$ cat config.mk
export PLATFORM = sky130hd
export DESIGN_NAME = wdt_supervisor
export DESIGN_NICKNAME = d
export VERILOG_FILES = /design/src/rtl/wdt_pkg.sv /design/src/rtl/wdt_edge_detect.sv /design/src/rtl/wdt_period_sel.sv /design/src/rtl/wdt_timeout_counter.sv /design/src/rtl/wdt_status.sv /design/src/rtl/wdt_supervisor.sv
export SDC_FILE = /design/constraint.sdc
export NUM_CORES = 1
export LEC_CHECK = 0
export CORE_MARGIN = 5
export CORE_UTILIZATION = 45
export DETAILED_ROUTE_END_ITERATION = 7
export DONT_BUFFER_PORTS = 1
export PLACE_DENSITY_LB_ADDON = 0.15
export SYNTH_ARGS = -nofsm -noshare
export SYNTH_HDL_FRONTEND = slang
export SYNTH_SLANG_ARGS = --single-unit
export TNS_END_PERCENT = 100
$ cat constraint.sdc
create_clock -name clk -period 1.9 [get_ports clk]
set_clock_uncertainty 0.15 [all_clocks]
set_input_delay 0.38 -clock clk [delete_from_list [all_inputs] [get_ports clk]]
set_output_delay 0.38 -clock clk [all_outputs]
set_load 0.01 [all_outputs]
$ cat src/rtl/wdt_pkg.sv
package wdt_pkg;

  typedef enum logic {
    PHASE_NORMAL = 1'b0,
    PHASE_LONG   = 1'b1
  } wdt_phase_e;

  function automatic int wdt_max(input int a, input int b);
    return (a > b) ? a : b;
  endfunction

endpackage

$ cat src/rtl/wdt_edge_detect.sv
module wdt_edge_detect (
  input  logic clk,
  input  logic rst_n,
  input  logic level,
  input  logic valid,
  input  logic enable,
  output logic edge_seen
);
  logic prev_level;
  logic prev_valid;

  always_ff @(posedge clk or negedge rst_n) begin
    if (!rst_n) begin
      prev_level <= 1'b0;
      prev_valid <= 1'b0;
    end else begin
      prev_level <= level;
      prev_valid <= valid;
    end
  end

  // a transition counts only when both samples were driven levels
  assign edge_seen = enable & valid & prev_valid & (level ^ prev_level);

endmodule

$ cat src/rtl/wdt_period_sel.sv
module wdt_period_sel #(
  parameter bit EXT_CLOCK        = 1'b0,
  parameter int SHORT_TICKS      = 1024,
  parameter int LONG_TICKS       = 16384,
  parameter int EXT_NORMAL_TICKS = 1024,
  parameter int EXT_LONG_TICKS   = 4096,
  parameter int CNT_W            = 15
) (
  input  logic             long_phase,
  input  logic             sel_long,
  output logic [CNT_W-1:0] limit
);
  localparam int NORM_LO = EXT_CLOCK ? EXT_NORMAL_TICKS : SHORT_TICKS;
  localparam int NORM_HI = EXT_CLOCK ? EXT_NORMAL_TICKS : LONG_TICKS;
  localparam int POST    = EXT_CLOCK ? EXT_LONG_TICKS   : LONG_TICKS;

  localparam logic [CNT_W-1:0] LIM_LO   = CNT_W'(NORM_LO);
  localparam logic [CNT_W-1:0] LIM_HI   = CNT_W'(NORM_HI);
  localparam logic [CNT_W-1:0] LIM_POST = CNT_W'(POST);

  logic [CNT_W-1:0] normal_lim;

  generate
    if (EXT_CLOCK) begin : g_ext
      assign normal_lim = sel_long ? LIM_HI : LIM_LO;
    end else begin : g_int
      assign normal_lim = sel_long ? LIM_HI : LIM_LO;
    end
  endgenerate

  assign limit = long_phase ? LIM_POST : normal_lim;

endmodule

$ cat src/rtl/wdt_timeout_counter.sv
module wdt_timeout_counter #(
  parameter int CNT_W = 15
) (
  input  logic             clk,
  input  logic             rst_n,
  input  logic             tick,
  input  logic             clear,
  input  logic [CNT_W-1:0] limit,
  output logic             fire,
  output logic             timeout_req
);
  logic [CNT_W-1:0] cnt_q;
  logic [CNT_W-1:0] last_val;

  assign last_val = limit - CNT_W'(1);
  // >= guards against a period shrinking under a running count
  assign fire     = tick & ~clear & (cnt_q >= last_val);

  always_ff @(posedge clk or negedge rst_n) begin
    if (!rst_n) begin
      cnt_q       <= '0;
      timeout_req <= 1'b0;
    end else begin
      timeout_req <= fire;
      if (clear || fire) begin
        cnt_q <= '0;
      end else if (tick) begin
        cnt_q <= cnt_q + CNT_W'(1);
      end
    end
  end

endmodule

$ cat src/rtl/wdt_status.sv
module wdt_status (
  input  logic clk,
  input  logic rst_n,
  input  logic force_hi,
  input  logic fire,
  input  logic edge_seen,
  output logic wd_ok
);
  always_ff @(posedge clk or negedge rst_n) begin
    if (!rst_n) begin
      wd_ok <= 1'b1;
    end else if (force_hi) begin
      wd_ok <= 1'b1;
    end else if (fire) begin
      wd_ok <= 1'b0;
    end else if (edge_seen) begin
      wd_ok <= 1'b1;
    end
  end
endmodule

$ cat src/rtl/wdt_supervisor.sv
module wdt_supervisor
  import wdt_pkg::*;
#(
  parameter bit EXT_CLOCK        = 1'b0,
  parameter int SHORT_TICKS      = 1024,
  parameter int LONG_TICKS       = 16384,
  parameter int EXT_NORMAL_TICKS = 1024,
  parameter int EXT_LONG_TICKS   = 4096
) (
  input  logic clk,
  input  logic rst_n,
  input  logic tick,
  input  logic strobe_lvl,
  input  logic strobe_valid,
  input  logic period_sel_long,
  input  logic rst_active,
  input  logic rst_release,
  input  logic low_line,
  input  logic batt_mode,
  output logic timeout_req,
  output logic wd_ok
);
  localparam int MAX_TICKS = wdt_max(wdt_max(SHORT_TICKS, LONG_TICKS),
                                     wdt_max(EXT_NORMAL_TICKS, EXT_LONG_TICKS));
  localparam int CNT_W = $clog2(MAX_TICKS + 1);

  logic             run_en;
  logic             edge_seen;
  logic             fire;
  logic             clear;
  logic             long_phase;
  logic [CNT_W-1:0] limit;
  wdt_phase_e       phase_q;

  assign run_en = strobe_valid & ~batt_mode & ~rst_active;

  wdt_edge_detect u_edge (
    .clk       (clk),
    .rst_n     (rst_n),
    .level     (strobe_lvl),
    .valid     (strobe_valid),
    .enable    (run_en),
    .edge_seen (edge_seen)
  );

  // post-reset phase: long window until the first recognised transition
  always_ff @(posedge clk or negedge rst_n) begin
    if (!rst_n) begin
      phase_q <= PHASE_LONG;
    end else if (rst_active || rst_release) begin
      phase_q <= PHASE_LONG;
    end else if (edge_seen) begin
      phase_q <= PHASE_NORMAL;
    end
  end

  assign long_phase = (phase_q == PHASE_LONG);

  wdt_period_sel #(
    .EXT_CLOCK        (EXT_CLOCK),
    .SHORT_TICKS      (SHORT_TICKS),
    .LONG_TICKS       (LONG_TICKS),
    .EXT_NORMAL_TICKS (EXT_NORMAL_TICKS),
    .EXT_LONG_TICKS   (EXT_LONG_TICKS),
    .CNT_W            (CNT_W)
  ) u_psel (
    .long_phase (long_phase),
    .sel_long   (period_sel_long),
    .limit      (limit)
  );

  assign clear = rst_active | rst_release | ~run_en | edge_seen;

  wdt_timeout_counter #(
    .CNT_W (CNT_W)
  ) u_cnt (
    .clk         (clk),
    .rst_n       (rst_n),
    .tick        (tick),
    .clear       (clear),
    .limit       (limit),
    .fire        (fire),
    .timeout_req (timeout_req)
  );

  wdt_status u_stat (
    .clk       (clk),
    .rst_n     (rst_n),
    .force_hi  (low_line | batt_mode | ~strobe_valid),
    .fire      (fire),
    .edge_seen (edge_seen),
    .wd_ok     (wd_ok)
  );

endmodule

# --- After elaboration in Yosys (flattened, before gate mapping) ---
# Cells that the tools add are included.
totals:
  register_bits: 20
  elab_cells: 41
op_classes:
  n_addsub: 2
  magnitude_cmp: 1
  mux: 9
  bitwise: 18
  n_reduce_logical: 5
ops:
  columns: ["op", "n"]
  rows:
  - ["2-to-1 mux 15 bit", 4]
  - ["adder 15 x 1 -> 15 bit (second input constant)", 1]
  - ["greater-or-equal comparator 15 bit", 1]
  - ["subtractor 15 x 1 -> 15 bit (second input constant)", 1]
  - ["AND 1 bit", 7]
  - ["2-to-1 mux 1 bit", 5]
  - ["NOT 1 bit", 5]
  - ["bitwise OR 1 bit", 5]
  - ["nonzero test 2 bit", 2]
  - ["nonzero test 3 bit", 1]
  - ["logical OR 1 bit", 2]
  - ["XOR 1 bit", 1]

# --- Depth between registers and ports, before layout ---
# Gate-level depths: netlist of the first run.
logic_depth:
  word_depth: 12
  ltp_mapped: 6
  ltp_nobuf: 4

# --- By module ---
# From an unflattened synthesis of the first run, not the netlist that was laid out.
unflattened:
  hier_cells: 188
  area_unflattened_um2: 1749.2
modules_own_cells:
  columns: ["mod", "instances", "cells_each", "area_each_um2", "seq_area_each_um2"]
  rows:
  - ["wdt_timeout_counter", 1, 156, 1455.1, 400.4]
  - ["wdt_period_sel", 1, 16, 111.4, 0.0]
  - ["wdt_supervisor", 1, 8, 73.8, 26.3]
  - ["wdt_edge_detect", 1, 5, 67.6, 50.0]
  - ["wdt_status", 1, 3, 41.3, 26.3]

# --- Worst setup path before layout of the first run ---
# Ideal clock, no wire load.
synth_timing:
  kind: "input port to flip-flop"
  start: "input port batt_mode"
  end: "register u_cnt.cnt_q[11]"
  setup_time_ns: 0.087
  arrival_time_ns: 1.647
  t_required_ns: 1.663
  slack_ns: 0.016
  stages: 5
  path_buffers: 1
  cell_sequence: "and4bb_2 -> a2111oi_4 -> buf_6 -> or4_4 -> a211oi_2"
synth_between:
  elab_chain_cells: 12
  elab_cells_between_ends: 15
  cone_classes: "mux (1); bitwise (12); reduce/logical (2)"
synth_rtl:
  columns: ["item", "line", "rtl"]
  rows:
  - ["start, declared", "wdt_supervisor.sv:19", "input logic batt_mode,"]
  - ["NOT 1 bit (*)", "wdt_supervisor.sv:35", "assign run_en = strobe_valid & ~batt_mode & ~rst_active;"]
  - ["AND 1 bit (*) (2 in a row)", "wdt_supervisor.sv:35", null]
  - ["AND 1 bit (3 in a row)", "wdt_edge_detect.sv:23", "assign edge_seen = enable & valid & prev_valid & (level ^ prev_level);"]
  - ["bitwise OR 1 bit (*)", "wdt_supervisor.sv:72", "assign clear = rst_active | rst_release | ~run_en | edge_seen;"]
  - ["NOT 1 bit", "wdt_timeout_counter.sv:17", "assign fire = tick & ~clear & (cnt_q >= last_val);"]
  - ["AND 1 bit (2 in a row)", "wdt_timeout_counter.sv:17", null]
  - ["logical OR 1 bit (*)", "wdt_timeout_counter.sv:25", "if (clear || fire) begin"]
  - ["2-to-1 mux 15 bit / nonzero test 2 bit (equally long branches)", null, null]
  - ["end signal, assigned", "wdt_timeout_counter.sv:28", "cnt_q <= cnt_q + CNT_W'(1);"]
  - ["end, declared", "wdt_timeout_counter.sv:12", "logic [CNT_W-1:0] cnt_q;"]
# Every way passes the cells marked *; elsewhere a longest branch is shown, timed or not.
# A chain may end at the register's enable or synchronous reset.

# --- Worst setup path after layout of the first run ---
layout_timing:
  start: "register u_edge.prev_level"
  end: "register u_cnt.cnt_q[10]"
layout_between:
  elab_chain_cells: 8
  elab_cells_between_ends: 9
  cone_classes: "mux (1); bitwise (6); reduce/logical (2)"
layout_rtl:
  columns: ["item", "line", "rtl"]
  rows:
  - ["start, declared", "wdt_edge_detect.sv:9", "logic prev_level;"]
  - ["start signal, assigned", "wdt_edge_detect.sv:17", "prev_level <= level;"]
  - ["XOR 1 bit (*)", "wdt_edge_detect.sv:23", null]
  - ["AND 1 bit (*)", "wdt_edge_detect.sv:23", null]
  - ["bitwise OR 1 bit (*)", "wdt_supervisor.sv:72", null]
  - ["NOT 1 bit", "wdt_timeout_counter.sv:17", null]
  - ["AND 1 bit (2 in a row)", "wdt_timeout_counter.sv:17", null]
  - ["logical OR 1 bit (*)", "wdt_timeout_counter.sv:25", null]
  - ["2-to-1 mux 15 bit / nonzero test 2 bit (equally long branches)", null, null]
# Marked as above.

==> results.cfg, run 1 <==
[run_status]
status = finished, violations left
violations = setup timing

[worst_setup_path]
reg2reg_slack_ps = -80
worstSetupEndpointType = register
worstSetupStartpoint = u_edge.prev_level$_DFF_PN0_
critPathMaxFanout = 23
r2r_start = u_edge.prev_level$_DFF_PN0_
crit_arrival_ps = 2060
critPathLaunchType = register
r2r-end = u_cnt.cnt_q[10]$_DFFE_PN0P_
critPathRequiredTime_ps = 1980
path_class = reg2reg
worstRegToRegCells = 5

[timing]
finalHoldViolCount = 0
period_needed_ps = 1979
worstMarginPinSlew_ps = 962.7
finalCritPeriodShare = 1.042
setup_viol = 13
rsz0062_at_grt = true
tns_ps = -643.6
max_freq_mhz = 505.3
slew_violations = 0
timing.slew.headroom = 0.3561
layout_setup_ws_ps = -79.10

[drt]
vias_per_cell = 5.983
dr.pass1.iters = 4
ant_nets = 0
routed_wl_um = 3008
drtIter0Drc = 48
routed-via-count = 1047
drcViolationCount = 0
wire_per_inst_um = 17.19

[power_and_ir_drop]
power.internal_uw = 662.3
clkPwrFrac = 0.433
power_uw = 846.6
power_density_nw_per_um2 = 524.1
p_leak_uw = 0.0005913
peakVddDrop_v = 0.0003701
sw_frac_of_total = 0.2177
netSwitchingPower_uw = 184.3
p_seq_frac = 0.508
p_comb_frac = 0.059

[worst_hold_path]
min_to = u_cnt.cnt_q[1]$_DFFE_PN0P_
hp-class = in2reg
hold_depth = 2
min_from = tick

[placement]
dp.cells = 165
place_hpwl_um = 2050
gp_congestion = 0.7871
portBuffers = 0

[synthesis]
syn_avg_cell_area_um2 = 10.51
syn-cell-area_um2 = 1209
yosysTopAreaCellShare = 0.3727
synth_area_leader_cell = dfrtp_1
ys_ff_latch = 20
synth_nets = 127
synthDistinctLibCells = 36
yosysSeqAreaShare = 0.4161
netlist_instances = 115
synth_area_leaders = dfrtp_1 (37%), a211oi_2 (8.3%), o31ai_1 (6.8%), or4_1 (6.2%), a211oi_1 (4.3%)
yosysWarnings = 0

[clocking]
cts_root_buf = clkbuf_4
clock_sinks = 20
cts_tree = done
htreeDepth = 1
cts_made_buffers = 3
clk_latency_ps = 320
clockBufferDepth = 2
clk_pin_slew_worst_paths_ps = 140

[grt]
grt_use_total = 0.1715
antenna_found_initial = 0
grt_max_degree = 24
grt_pass1_wl_um = 4836
gr-total-overflow = 0
grt_pass1_vias = 1062

[finish]
diodes = 0
fin_nets = 158
stdcell_count = 175
drive_above_1_share = 0.4483
syn_to_final_growth_pct = 33.64

[floorplan]
initial_utilization = 0.4792
design.die.area_um2 = 3822
rows = 18
die_y_um = 61.83
core-area_um2 = 2522
io_pins = 12
die_w_um = 61.83

[flow_run]
max-cap-violations = 0
how the worst max path moves through the flow:
stage | to | slack [ps] | depth (start not counted)
global route | u_cnt.cnt_q[9]$_DFFE_PN0P_ | -120 | 5
CTS | u_cnt.cnt_q[13]$_DFFE_PN0P_ | -30 | 5
floorplan | u_cnt.cnt_q[11]$_DFFE_PN0P_ | 20 | 5
global placement | u_cnt.cnt_q[14]$_DFFE_PN0P_ | -200 | 4
detailed placement | u_cnt.cnt_q[9]$_DFFE_PN0P_ | -270 | 4
finish | u_cnt.cnt_q[10]$_DFFE_PN0P_ | -80 | 5
through the flow:
step | hold slack, ps | area, um2 | utilization | setup WS (ps)
detailed placement | -64.88 | 1410 | 0.5590 | -267.5
finish | 56.75 | 1615 | 0.6404 | -79.10
global route | 74.97 | 1615 | 0.6404 | -116.8
floorplan | -65.59 | 1209 | - | 16.41
global placement | -64.85 | 1410 | 0.5590 | -204.9
CTS | 0.1542 | 1556 | 0.6171 | -31.17
cell usage in the layout (no fill, tap or decap), types with 3 or more instances in the layout:
master	netlist	final
nand3_1	7	7
clkbuf_4	0	3
o21ai_1	4	4
buf_4	2	25
a211oi_2	8	14
o31ai_1	11	10
dfrtp_1	18	18
dlygate4sd3_1	0	4
or4_1	10	5
inv_1	3	3
or4_4	1	6
or3_4	0	3
nand2_1	10	10
critical path, stage by stage (launching register included):
cell	delay [ps]
dfrtp_1	430
xor2_2	280
a2111oi_4	130
buf_12	180
or4_4	490
a211oi_2	230
per-layer routing:
| layer | up-vias | global-route usage | part of all wire |
|---|---|---|---|
| li1 | 521 | - | - |
| met1 | 513 | 0.2269 | 0.46 |
| met2 | 9 | 0.2930 | 0.51 |
| met3 | 4 | 0.01860 | 0.018 |
| met4 | 0 | 0.05455 | 0.010 |
| met5 | - | 0 | 0 |
sequential cells by signal, indices dropped and copies added, names as in the netlist:
register and count:
u_edge.prev_valid 1, u_edge.prev_level 1, u_stat.wd_ok 1, u_cnt.cnt_q 15, u_cnt.timeout_req 1, long_phase 1
repair_timing:
action	in CTS	in global routing
hold buffers	3	1
endpoints found under the hold margin	22	1
pin swaps	3	6
setup buffers	2	0
resized for setup	7	11
endpoints found under the setup margin	13	14
power groups by stage:
stage	Sequential (uW)	Clock [uW]	Combinational, uW
after detailed placement	438	0	31.9
after CTS	430	366	46.8
after global routing	431	386	54.5
after floorplan	438	0	21.1
final	430	366	49.9
after global placement	438	0	31.1
cell usage after synthesis (all sizes together):
cell,n
conb,1
a211oi,15
xor2,1
and4,2
and3,2
o31ai,11
or2,1
a21o,1
or3,3
or4,11
nand2,10
ha,2
and2,1
buf,4
nand3,7
nand4,2
o21ai,6
nand2b,1
clkbuf,1
a22oi,1
a21oi,1
and4bb,1
a41oi,1
dfstp,2
inv,3
o2111ai,1
a2111oi,2
nor2b,1
dfrtp,18
nor2,2
cell type report:
type,count,area [um2]
inverter,3,11.26
clock buffer,3,22.52
clock inverter,1,30.03
multi-input combinational,87,743.2
tap,30,37.54
timing repair buffer,31,267.8
sequential,20,503.0
fill,216,907.1
cells by family (layout without fill, tap and decap cells):
logic type / Yosys count / in the layout / synth area share
xor+xnor: 1 / 1 / 0.01346
flops: 20 / 20 / 0.4161
compound gates: 39 / 39 / 0.2806
other cells: 1 / 1 / 0.003103
buf+inv: 8 / 38 / 0.04347
fa+ha+maj: 2 / 2 / 0.02070
simple gates: 44 / 44 / 0.2226
Note: power is estimated with default switching activity, not from simulation.
==> inputs of run 2 (changes only) <==
clock period = 2.2 ns   (was 1.9 ns; I/O delays follow)
==> run 2 against run 1 <==
  * The run now ends clean
  * Non-clock buffer count down 19
  * Sequential share of layout area is 5.7 points higher
  * Total power down 27%
==> results.cfg, run 2 (synthesis results as in run 1) <==
[clocking]
clock_sinks = 20
clockBufferDepth = 2
cts_tree = done
cts_made_buffers = 3
cts_root_buf = clkbuf_4
htreeDepth = 1
clk_pin_slew_worst_paths_ps = 110
clk_latency_ps = 300
post_cts.repair.setup_buffers = 0

[grt]
grt_max_degree = 29
gr-total-overflow = 0
grt_pass1_vias = 950
grt_pass1_wl_um = 4312
antenna_found_initial = 0
grt_use_total = 0.1526

[finish]
regMostFlops = u_cnt.cnt_q
fin_nets = 139
drive_above_1_share = 0.2381
largest_reg_flops = 15
diodes = 0
final_common_cell = dfrtp_1
final_cell_mix = dfrtp_1 (18), o31ai_1 (11), nand2_1 (10), or4_1 (10)
syn_to_final_growth_pct = 12.84

[worst_setup_path]
crit_arrival_ps = 2080
worstSetupEndpointType = register
max_stage_delay_ps = 490
cp_slowest_cell = or4_1
critPathRequiredTime_ps = 2260
critPathLaunchType = register
worstPathCellList = xor2_2 > a2111oi_4 > buf_12 > or4_1 > a211oi_1
critPathMaxFanout = 28
path_class = reg2reg
worstRegToRegCells = 5

[timing]
finalHoldViolCount = 0
setup_viol = 0
tns_ps = 0
period_needed_ps = 2016
timing.slew.headroom = 0.3852
whs_ps = 74.74
max_freq_mhz = 496.0
worstMarginPinSlew_ps = 919.2
rsz0062_at_grt = false
finalCritPeriodShare = 0.9164
slew_violations = 0

[floorplan]
die_y_um = 61.83
io_pins = 12
initial_utilization = 0.4792
rows = 18
core-area_um2 = 2522
design.die.area_um2 = 3822
die_w_um = 61.83

[power_and_ir_drop]
power_density_nw_per_um2 = 454.1
peakVddDrop_v = 0.0003519
p_leak_uw = 0.0004608

[drt]
drcViolationCount = 0
drtIter0Drc = 20
routed-via-count = 984
wire_per_inst_um = 16.49
vias_per_cell = 6.308
dr.pass1.iters = 4
routed_wl_um = 2572
ant_nets = 0

[worst_hold_path]
hp-class = in2reg
hold_depth = 1

[run_status]
status = complete, no violations

[flow_run]
max-cap-violations = 0

[placement]
gp_congestion = 0.7848
portBuffers = 0
place_hpwl_um = 1869
==> run 2: metrics by stage <==
step | instances | utilization | cell area (um2) | total power (uW) | setup slack (ps)
after floorplan | 115 | - | 1209 | 396.5 | 256.4
after global placement | 149 | 0.5114 | 1290 | 400.9 | 64.44
after detailed placement | 149 | 0.5114 | 1290 | 401.5 | 20.13
after CTS | 156 | 0.5377 | 1356 | 629.8 | 24.64
after global routing | 156 | 0.5407 | 1364 | 646.5 | 64.32
final | 156 | 0.5407 | 1364 | 619.3 | 184.0
==> run 2: worst paths after layout <==
kind	from	slack (ps)	to
min in group asynchronous	rst_n	560	u_cnt.cnt_q[14]$_DFFE_PN0P_
setup / recovery	u_edge.prev_level$_DFF_PN0_	180	u_cnt.cnt_q[9]$_DFFE_PN0P_
max in group asynchronous	rst_n	780	u_cnt.cnt_q[6]$_DFFE_PN0P_
setup reg to reg	u_edge.prev_level$_DFF_PN0_	180	u_cnt.cnt_q[9]$_DFFE_PN0P_
hold reg to reg	long_phase$_DFFE_PN1P_	370	long_phase$_DFFE_PN1P_
hold / removal	tick	70	u_stat.wd_ok$_DFFE_PN1P_
==> run 2: critical path, delay by kind of cell, from the launching register on <==
family | cells | cell delay, ps
flops | 1 | 420
buf+inv | 1 | 180
xor+xnor | 1 | 310
compound gates | 2 | 370
simple gates | 1 | 490
==> run 2: where the power goes <==
part | leakage (uW) | total (uW) | switching, uW | internal, uW
Clock | 0.0000210 | 213 | 112 | 101
Combinational | 0.000172 | 34.6 | 22.5 | 12.1
Sequential | 0.000268 | 371 | 1.37 | 370
==> run 2: final cells by class <==
cell class                      instances  area (um2)
Fill cell                             229        1159
Tap cell                               30       37.54
Inverter                                3       11.26
Clock buffer                            4       36.28
Multi-Input combinational cell         87       665.6
Timing Repair Buffer                   12       110.1
Sequential cell                        20       503.0
==> run 2: what timing repair did <==
| item | in CTS | in global routing |
|---|---|---|
| setup endpoints to repair | 0 | 13 |
| gates resized for setup | 0 | 1 |
| hold buffers | 3 | 0 |
| hold endpoints to repair | 22 | 0 |
==> run 2: routing by layer <==
layer,GRT usage,wire length [um]
met4,0.06061,29
met5,0,0
met3,0.03099,111
met1,0.2109,1194
met2,0.2347,1237
==> inputs of run 3 (changes only) <==
CAP_MARGIN = 25   (was not set)
SYNTH_HIERARCHICAL = 1   (was not set)
==> run 3 against run 2 <==
  * The flow now finishes with violations (setup timing)
  * Clock-buffer cell count unchanged
  * Setup slack got worse by 660 ps
  * Die area increased by 37%
  * Synthesized cell count increased by 63%
  * Global-route usage decreased by 0.20 points
  * Highest routed layer unchanged
  * Hold slack got worse by 12 ps
  * Via count increased by 41%
  * Clock power increased by 29%
  * Routed wire length increased by 45%
  * Core utilization decreased by 0.70 points
  * Cell count increased by 61%
==> results.cfg, run 3 <==
[synthesis]
synth_area_leaders = dfrtp_1 (26%), ha_1 (12%), xnor2_1 (8.5%), a211oi_2 (7.2%), buf_4 (5.6%)
syn_avg_cell_area_um2 = 9.304
yosysMostFrequentCell = dfrtp_1
netlist_instances = 188
yosysWarnings = 6
synth_area_leader_cell = dfrtp_1
yosysSeqAreaShare = 0.2876
synth_commonest_cells = dfrtp_1 (18), ha_1 (17), xnor2_1 (17)
yosysTopAreaCellShare = 0.2575
synth_edf_count = 0
syn-cell-area_um2 = 1749
synthDistinctLibCells = 43
ys.flop_type = dfrtp_1
synthArstFlopShare = 1.000
ys_ff_latch = 20

[placement]
place_hpwl_um = 3007
dp.cells = 246
gp_congestion = 0.8435
portBuffers = 0

[grt]
gr-total-overflow = 0
antenna_found_initial = 0
grt_pass1_vias = 1451
grt_pass1_wl_um = 6327
grt_use_total = 0.1506
grt_max_degree = 21

[floorplan]
io_pins = 12
core-area_um2 = 3716
die_w_um = 72.35
initial_utilization = 0.4707
rows = 22
design.die.area_um2 = 5234
die_y_um = 72.35

[finish]
diodes = 0
stdcell_count = 251
final_cell_mix = dfrtp_1 (18), xnor2_1 (17), ha_1 (17)
final_common_cell = dfrtp_1
drive_above_1_share = 0.2266
largest_reg_flops = 15
regMostFlops = u_cnt/cnt_q
fin_nets = 231
syn_to_final_growth_pct = 13.38

[worst_hold_path]
min_to = u_edge/prev_valid$_DFF_PN0_
min_from = strobe_valid
hp-class = in2reg
hold_depth = 0

[worst_setup_path]
critPathLaunchType = register
crit_arrival_ps = 2690
reg2reg_slack_ps = -470
max_stage_delay_ps = 560
cp_slowest_cell = dfstp_2
path_class = reg2reg
worstRegToRegCells = 10
r2r-end = u_cnt/cnt_q[3]$_DFFE_PN0P_
worstPathCellList = nor2_4 > or4_4 > nor2_4 > xnor2_1 > ha_1 > and4_4 > a221oi_4 > o21ai_2 > buf_6 > a221oi_2
worstSetupEndpointType = register
critPathRequiredTime_ps = 2220
cpMostUsedCell = nor2_4
r2r_start = long_phase$_DFFE_PN1P_
critPathMaxFanout = 5

[clocking]
cts_root_buf = clkbuf_8
htreeDepth = 1
post_cts.repair.setup_buffers = 0
clock_sinks = 20
clk_pin_slew_worst_paths_ps = 70
clk_latency_ps = 250
cts_made_buffers = 3
cts_tree = done
clockBufferDepth = 2

[flow_run]
max-cap-violations = 0

[power_and_ir_drop]
peakVddDrop_v = 0.0003226
power_density_nw_per_um2 = 367.2
power_uw = 728.2
p_leak_uw = 0.0008435

[timing]
setup_viol = 17
finalHoldViolCount = 0
period_needed_ps = 2674
layout_setup_ws_ps = -474.2
slew_violations = 0
finalCritPeriodShare = 1.216
max_freq_mhz = 373.9
worstMarginPinSlew_ps = 896.0
rsz0062_at_grt = true
timing.slew.headroom = 0.4007

[run_status]
violations = setup timing
status = finished, violations left

[drt]
routed-via-count = 1388
vias_per_cell = 5.530
wire_per_inst_um = 14.90
ant_nets = 0
dr.pass1.iters = 4
drcViolationCount = 0
drtIter0Drc = 52
routed_wl_um = 3741
run 3: timing repair:
action | CTS | global route
pin swaps | 10 | 4
hold buffers | 1 | 0
resized for setup | 9 | 2
endpoints found under the hold margin | 20 | 0
endpoints found under the setup margin | 17 | 17
run 3: cell type report:
type / instances / area, um2
inverters: 7 / 26.28
multi-input cells: 155 / 1197
well taps: 48 / 60.06
flip-flops and latches: 20 / 503.0
clock buffers: 4 / 55.05
repair buffers: 17 / 141.4
fillers: 339 / 1733
run 3: where the power goes:
group | internal [uW] | leakage (uW) | switching, uW
clock | 159 | 0.0000288 | 115
combinational | 32.5 | 0.000547 | 50.6
sequential | 370 | 0.000268 | 1.27
total | 561 | 0.000843 | 167
run 3: per-stage QoR:
| step | setup TNS [ps] | area, um2 | setup slack [ps] | util | hold slack, ps |
|---|---|---|---|---|---|
| 5_1_grt | -9507 | 1983 | -610.9 | 0.5337 | 44.39 |
| 2_1_floorplan | -7435 | 1809 | -482.8 | - | -5.591 |
| 3_5_place_dp | -8217 | 1863 | -563.1 | 0.5013 | -4.999 |
| 4_1_cts | -7816 | 1971 | -499.1 | 0.5303 | 56.93 |
| 6_report | -7302 | 1983 | -474.2 | 0.5337 | 62.24 |
| 3_3_place_gp | -7197 | 1863 | -486.9 | 0.5013 | -5.100 |
run 3: worst max-delay path by stage:
stage,cells after the start,slack (ps),startpoint,to
after floorplan,10,-480,long_phase$_DFFE_PN1P_,u_cnt/cnt_q[10]$_DFFE_PN0P_
after global placement,10,-490,long_phase$_DFFE_PN1P_,u_cnt/cnt_q[3]$_DFFE_PN0P_
after detailed placement,10,-560,long_phase$_DFFE_PN1P_,u_cnt/cnt_q[3]$_DFFE_PN0P_
after CTS,10,-500,long_phase$_DFFE_PN1P_,u_cnt/cnt_q[3]$_DFFE_PN0P_
after global routing,10,-610,long_phase$_DFFE_PN1P_,u_cnt/cnt_q[3]$_DFFE_PN0P_
final,10,-470,long_phase$_DFFE_PN1P_,u_cnt/cnt_q[3]$_DFFE_PN0P_
run 3: critical path, delay by kind of cell, from the launching register on:
kind                     cells  cell delay [ps]
adder cells (fa/ha/maj)      1              270
AND/OR/NAND/NOR              4              740
buffers and inverters        1              150
flip-flops                   1              560
XOR/XNOR                     1              120
AO/OA/AOI/OAI                3              590
run 3: cells by family after synthesis:
logic type / count (synthesis) / synth area share
compound gates: 36 / 0.1846
xor+xnor: 25 / 0.1252
fa+ha+maj: 17 / 0.1216
buf+inv: 25 / 0.08727
flops: 20 / 0.2876
other cells: 1 / 0.002144
simple gates: 64 / 0.1917
run 3: per-layer routing:
metal	vias to the layer above	track usage	wire length [um]
met5	-	0	0
met4	0	0.04802	45
met3	6	0.02632	147
met2	28	0.2629	1833
met1	666	0.1871	1713
li1	688	-	-
